$ cat config.mk
export PLATFORM = sky130hd
export DESIGN_NAME = cring_top
export DESIGN_NICKNAME = d
export VERILOG_FILES = /design/src/rtl/cring_pkg.sv /design/src/rtl/cring_celem.sv /design/src/rtl/cring_ends.sv /design/src/rtl/cring_tcount.sv /design/src/rtl/cring_top.sv
export SDC_FILE = /design/constraint.sdc
export NUM_CORES = 1
export LEC_CHECK = 0
export CAP_MARGIN = 10
export CORE_AREA = 8 8 55 57
export DETAILED_ROUTE_END_ITERATION = 6
export DIE_AREA = 0 0 63 65
export DONT_BUFFER_PORTS = 1
export HOLD_SLACK_MARGIN = 0.05
export SETUP_SLACK_MARGIN = 0.3
export SYNTH_ARGS = -nofsm -noshare
export SYNTH_HDL_FRONTEND = slang
export SYNTH_SLANG_ARGS = --single-unit
$ cat constraint.sdc
create_clock -name clk -period 1.56 [get_ports clk]
set_clock_uncertainty 0.2 [all_clocks]
set_input_delay 0.312 -clock clk [delete_from_list [all_inputs] [get_ports clk]]
set_output_delay 0.312 -clock clk [all_outputs]
set_load 0.005 [all_outputs]
$ cat src/rtl/cring_pkg.sv
package cring_pkg;

  // Next value of a C-element holding q, with inputs a and b.
  function automatic logic celem_next(input logic a, input logic b, input logic q);
    return (a == b) ? a : q;
  endfunction

endpackage

$ cat src/rtl/cring_celem.sv
module cring_celem #(
  parameter logic INIT_VAL = 1'b0
) (
  input  logic clk,
  input  logic rst,
  input  logic a_i,
  input  logic b_i,
  output logic q_o
);
  import cring_pkg::*;

  always_ff @(posedge clk) begin
    if (rst) q_o <= INIT_VAL;
    else     q_o <= celem_next(a_i, b_i, q_o);
  end
endmodule

$ cat src/rtl/cring_ends.sv
module cring_ends #(
  parameter bit RING_MODE = 1'b0
) (
  input  logic req_i,
  input  logic ack_i,
  input  logic first_i,
  input  logic last_i,
  output logic head_a_o,
  output logic tail_b_o
);
  generate
    if (RING_MODE) begin : g_ring
      logic unused_pins;
      assign unused_pins = req_i ^ ack_i;
      assign head_a_o = last_i;
      assign tail_b_o = ~first_i;
    end else begin : g_open
      logic unused_taps;
      assign unused_taps = first_i ^ last_i;
      assign head_a_o = req_i;
      assign tail_b_o = ~ack_i;
    end
  endgenerate
endmodule

$ cat src/rtl/cring_tcount.sv
module cring_tcount #(
  parameter int CNT_W = 8
) (
  input  logic             clk,
  input  logic             rst,
  input  logic             tick_i,
  output logic [CNT_W-1:0] cnt_o
);
  always_ff @(posedge clk) begin
    if (rst)         cnt_o <= '0;
    else if (tick_i) cnt_o <= cnt_o + 1'b1;
  end
endmodule

$ cat src/rtl/cring_top.sv
module cring_top #(
  parameter int                  N_STAGES     = 4,
  parameter bit                  RING_MODE    = 1'b0,
  parameter logic [N_STAGES-1:0] INIT_PATTERN = '0,
  parameter int                  CNT_W        = 8
) (
  input  logic                clk,
  input  logic                rst,
  input  logic                req_i,
  input  logic                ack_i,
  output logic [N_STAGES-1:0] stages_o,
  output logic                left_ack_o,
  output logic                right_req_o,
  output logic [CNT_W-1:0]    toggles_o
);
  localparam int LAST = N_STAGES - 1;

  logic [N_STAGES-1:0] st;
  logic [N_STAGES-1:0] pred;
  logic [N_STAGES-1:0] succ_inv;
  logic                head_a;
  logic                tail_b;
  logic                tail_tick;

  cring_ends #(.RING_MODE(RING_MODE)) ends_i (
    .req_i    (req_i),
    .ack_i    (ack_i),
    .first_i  (st[0]),
    .last_i   (st[LAST]),
    .head_a_o (head_a),
    .tail_b_o (tail_b)
  );

  generate
    for (genvar i = 0; i < N_STAGES; i++) begin : g_stage
      if (i == 0) begin : g_head
        assign pred[i] = head_a;
      end else begin : g_pred
        assign pred[i] = st[i-1];
      end
      if (i == LAST) begin : g_tail
        assign succ_inv[i] = tail_b;
      end else begin : g_succ
        assign succ_inv[i] = ~st[i+1];
      end
      cring_celem #(.INIT_VAL(INIT_PATTERN[i])) cel_i (
        .clk (clk),
        .rst (rst),
        .a_i (pred[i]),
        .b_i (succ_inv[i]),
        .q_o (st[i])
      );
    end
  endgenerate

  // Tail will change on this edge: inputs agree and differ from current value.
  assign tail_tick = (pred[LAST] == succ_inv[LAST]) && (pred[LAST] != st[LAST]);

  cring_tcount #(.CNT_W(CNT_W)) cnt_i (
    .clk    (clk),
    .rst    (rst),
    .tick_i (tail_tick),
    .cnt_o  (toggles_o)
  );

  assign stages_o    = st;
  assign left_ack_o  = st[0];
  assign right_req_o = st[LAST];
endmodule

* Word level (Yosys, flattened, before mapping)
Cells that the tools add are included.
** Storage, ports and cells
- Register bits :: 12
- Bits in latches :: 0
- Bits in writable memories :: 0
- Bits in read-only memories :: 0
- Output and inout bits :: 14
- Word-level logic and storage cells :: 16
- Memories :: 0
** Operators by class
- $add $sub $neg :: 1
- Multiply operators :: 0
- Div/mod/pow operators :: 0
- Order comparisons :: 0
- Eq/ne operators :: 5
- Shift operators :: 0
- Muxes and demuxes :: 0
- Bitwise gates (word level) :: 4
- Reduce and logical (&&, ||, !) cells :: 1
** Operator list (number)
- 8-bit by 1-bit adder with 8-bit output (second input constant) :: 1
- 1-bit == test :: 4
- 1-bit inverter :: 4
- 1-bit logical AND :: 1
- 1-bit != test :: 1

* Logic depth before layout (Yosys ltp)
- Depth after elaboration :: 3
- Gate-level depth with buffers :: 4

* Modules after synthesis
A second synthesis with hierarchy kept.
** Second synthesis, totals
- Cell total of the unflattened synthesis :: 63
- Area total of the unflattened synthesis :: 534.3 um^2
** Modules (own cells, without submodules)
- cring_tcount :: times used 1, cells each 37, area an instance 339.1 um^2, sequential area each 160.2 um^2
- cring_celem :: times used 4, cells each 4, area an instance 33.8 um^2, sequential area each 20.0 um^2
- cring_top :: times used 1, cells each 8, area an instance 48.8 um^2, sequential area each 0.0 um^2
- cring_ends :: times used 1, cells each 2, area an instance 11.3 um^2, sequential area each 0.0 um^2

* Least setup slack after synthesis
No wires, ideal clock.
- Path kind :: register to register
- From :: reg g_stage[3].cel_i.q_o
- To :: reg cnt_i.cnt_o[6]
- Library setup time :: 121 ps
- Arrival time :: 1411 ps
- Required time :: 1239 ps
- Setup slack :: -172 ps
- Cell stages (with the launch flop) :: 5
- Buffers on the path :: 1
- Period minus slack after synthesis :: 1732 ps
- Cells stage by stage :: dfxtp_1 -> or3b_1 -> buf_2 -> a211o_1 -> mux2_4
** On the way
- Word-level cells in the longest chain between the ends :: 2
** Ends and longest elaborated chain
- start: declaration :: RTL line cring_celem.sv:8 : output logic q_o
- start signal: assignment :: RTL line cring_celem.sv:14 : else q_o <= celem_next(a_i, b_i, q_o);
- 1-bit != test :: RTL line cring_top.sv:57 : assign tail_tick = (pred[LAST] == succ_inv[LAST]) && (pred[LAST] != st[LAST]);
- 1-bit logical AND :: RTL line cring_top.sv:57
- end signal: assignment :: RTL line cring_tcount.sv:11 : else if (tick_i) cnt_o <= cnt_o + 1'b1;
- end: declaration :: RTL line cring_tcount.sv:7 : output logic [CNT_W-1:0] cnt_o
Every way passes these cells.
A chain may end at the register's enable or synchronous reset.

* Worst setup path in the final report
- From :: reg g_stage[2].cel_i.q_o
- To :: reg cnt_i.cnt_o[6]
** On the way
- Word-level cells in the longest chain between the ends :: 2
- Elaborated cells between the ends (all ways) :: 3
** Ends and longest elaborated chain (RTL line)
- start: declaration :: cring_celem.sv:8
- start signal: assignment :: cring_celem.sv:14
- 1-bit == test or 1-bit != test (tied branches) :: cring_top.sv:57
- 1-bit logical AND (*) :: cring_top.sv:57
Every way passes the cells marked *; elsewhere a longest branch is shown, timed or not.

==> impl_results.md <==
- Worst hold path depth: 2
- Routed WL: 1.516 mm
- FF-to-FF End: cnt_i.cnt_o[6]$_SDFFE_PP0P_
- F_max: 0.5994 GHz
- Final-report max-slew violation count: 0
- Flop and latch count out of synthesis: 12
- Worst skew pair latency: 0.27 ns
- DPL Wire Length: 1.086 mm
- Share of layout cells above drive strength 1: 44.71%
- Rows: 17
- Failing checks: setup timing
- Synth unique cells: 26
- Area of the mapped netlist: 630.6 um^2
- Global-route usage over all layers: 7.709%
- Vias: 552
- Design Area, Final: 857.1 um^2
- Reg-to-reg critical path startpoint: g_stage[2].cel_i.q_o$_SDFFE_PP0N_
- N_diodes: 0
- Worst setup EP type: register
- Initial DRT Pass Iterations: 3
- # IOs: 18
- Worst-path maximum fanout: 6
- Post-route worst setup slack: -0.1083 ns
- Vias/cell: 4.885
- Yosys top cell by area: dfxtp_1
- Top cell type's share of synthesized area: 38.10%
- Synth warn: 0
- Design Power: 0.6441 mW
- RSZ-0062 raised after global routing: yes
- CP required: 1.52 ns
- Synth Area in Adders: 3.571%
- CP Launch Point: g_stage[2].cel_i.q_o$_SDFFE_PP0N_
- WL/cell: 13.42 um
- Final Wtd Congestion: 0.7700
- Routed Antenna Nets: 0
- Area Growth Syn to Fin: 35.91%
- Post-synthesis mux area share: 11.31%
- TritonCTS Buffers: 3
- Final Critical Period: 1.668 ns
- Global-route wire length before repair: 2.601 mm
- GRT overflow: 0
- Port bufs: 0
- Final hold violations: 0
- Arr. time, crit path: 1.63 ns
- Area contributors post-synth: dfxtp_1 (38%), mux2_1 (8.9%), nor2b_1 (5.0%)
- Critical Path Source Type: register
- Leakage power: 0.3290 nW
- Worst VDD drop: 0.0005233 V
- Largest family of logic cells by synthesized area: simple AND/OR/NAND/NOR gates
- WHS Endpoint: cnt_i.cnt_o[4]$_SDFFE_PP0P_
- Status: finished, violations left
- Clk buf depth: 2
- Initial Util: 29.35%
- Placed Area: 693.2 um^2
- Clock transition at the registers of the reported paths: 0.07 ns
- Mapped Cells: 73
- Tcrit/Tclk final: 106.9%
- Clock Tree Root: clkbuf_4
- Synth Area in Compound Gates: 14.09%
- Setup Crit Path Kind: register to register
- Hold crit path type: input pin to register
- Placed Cells: 103
- Final cell count without fillers: 113
- Pwr dens: 751.5 nW/um^2
- Setup Viol. Count Final: 5
- Slew HR: 79.28%
- Die width: 63 um
- Final nets: 92
- Hold_sp: rst
- Clock Sinks: 12
- Simple-gate share of the synthesized area: 24.40%
- Avg Cell Area, Syn: 8.638 um^2
- Post-synthesis net count: 78
- Sequential area share after synthesis: 38.10%
- Worst slack, placed: -0.1807 ns
- Htree depth: 1
- Core area: 2148 um^2
- Initial antenna violation count: 0
- Die area: 4095 um^2
- Worst-margin pin slew: 0.3097 ns
- TritonCTS clock tree: done
- FF-to-FF setup slack: -0.11 ns
- Initial DRC count: 13
- Largest net degree at the start of global routing: 14
- Die Y: 65 um
- XOR/XNOR Fraction of Synth Area: 0%
- Reg2Reg Depth: 3
- Max_cap viols: 0
- Vias in the first global route: 585
- # DRC: 0
[flip-flops by register name (all words and copies together), names as in the netlist]
signal,flops
cnt_i.cnt_o,8
g_stage.cel_i.q_o,4
[critical path, stage by stage (launching register included)]
cell	delay, ns
dfxtp_2	0.35
or3b_4	0.43
a211o_1	0.29
mux2_4	0.30
[worst max path at each step]
| stage | end | slack [ns] | cells past startpoint |
|---|---|---|---|
| finish | cnt_i.cnt_o[6]$_SDFFE_PP0P_ | -0.11 | 3 |
| CTS | cnt_i.cnt_o[6]$_SDFFE_PP0P_ | -0.09 | 3 |
| floorplan | cnt_i.cnt_o[6]$_SDFFE_PP0P_ | -0.13 | 4 |
| global placement | cnt_i.cnt_o[5]$_SDFFE_PP0P_ | -0.16 | 3 |
| global route | cnt_i.cnt_o[5]$_SDFFE_PP0P_ | -0.14 | 4 |
| detailed placement | cnt_i.cnt_o[5]$_SDFFE_PP0P_ | -0.18 | 3 |
[report_power, final]
group	leakage, nW	total, mW	internal [mW]	switching [mW]
Clock	0.0138	0.185	0.0892	0.0955
Sequential	0.101	0.342	0.323	0.0199
Combinational	0.215	0.117	0.0677	0.0492
[metal layers]
metal | global-route usage (%) | vias up | part of all wire (%)
li1 | - | 273 | -
met1 | 7.933 | 258 | 41
met2 | 11.91 | 21 | 45
met3 | 6.186 | 0 | 15
met4 | 1.994 | 0 | 0
met5 | 0 | - | 0
[area by class of cell]
class                      instances  area (um^2)
clock buffer                       3        22.52
sequential                        12        250.2
inverter                           3        11.26
timing repair buffer              16        158.9
tap                               28        35.03
multi-input combinational         51        379.1
fill                             221         1291
[synth_stat cells]
master     n
and3b_2    1
nor3_1     2
buf_2      1
o21ai_1    1
nand3_1    4
nand2_1    3
nor2_1     8
a21boi_1   1
ha_1       1
o21ai_0    3
nand3b_1   1
nand4_1    2
mux2_4     1
a211o_1    1
mux2_1     5
a21oi_1    6
o21bai_1   1
maj3_1     1
inv_1      3
nor2b_1    5
dfxtp_1   12
or3b_1     1
clkbuf_1   2
a211oi_1   2
buf_4      4
nor3b_2    1
[cells in the final DEF (no fill, tap or decap), types with 2 or more instances in the layout]
cell	n
a211oi_2	2
a21oi_1	5
buf_4	5
buf_6	9
clkbuf_4	3
dfxtp_1	6
dfxtp_2	5
dlygate4sd3_1	2
inv_1	2
mux2_1	3
mux2_4	3
nand2_1	3
nand3_1	3
nand4_1	2
nor2_1	8
nor2b_1	5
o21ai_0	3
[metrics by stage]
step,util (%),setup TNS (ns),hold WS (ns)
2_1_floorplan,-,-0.4150,0.2610
3_3_place_gp,32.27,-0.5351,0.1793
3_5_place_dp,32.27,-0.6672,0.1819
4_1_cts,39.08,-0.2341,0.05113
5_1_grt,39.90,-0.5807,0.05678
6_report,39.90,-0.3765,0.05109
[timing repair]
action / CTS / global route
endpoints found under the setup margin: 12 / 16
hold buffers: 2 / 0
pin swaps: 3 / 1
buffers inserted: 5 / 0
hold endpoints to repair: 6 / 0
gates resized for setup: 20 / 6
[logic make-up after synthesis]
| group | after synthesis |
|---|---|
| adder cells (fa/ha/maj) | 2 |
| AND/OR/NAND/NOR | 28 |
| AO/OA/AOI/OAI | 15 |
| buffers and inverters | 10 |
| flip-flops | 12 |
| multiplexers | 6 |
No activity file was read; power rests on OpenSTA's default activity.
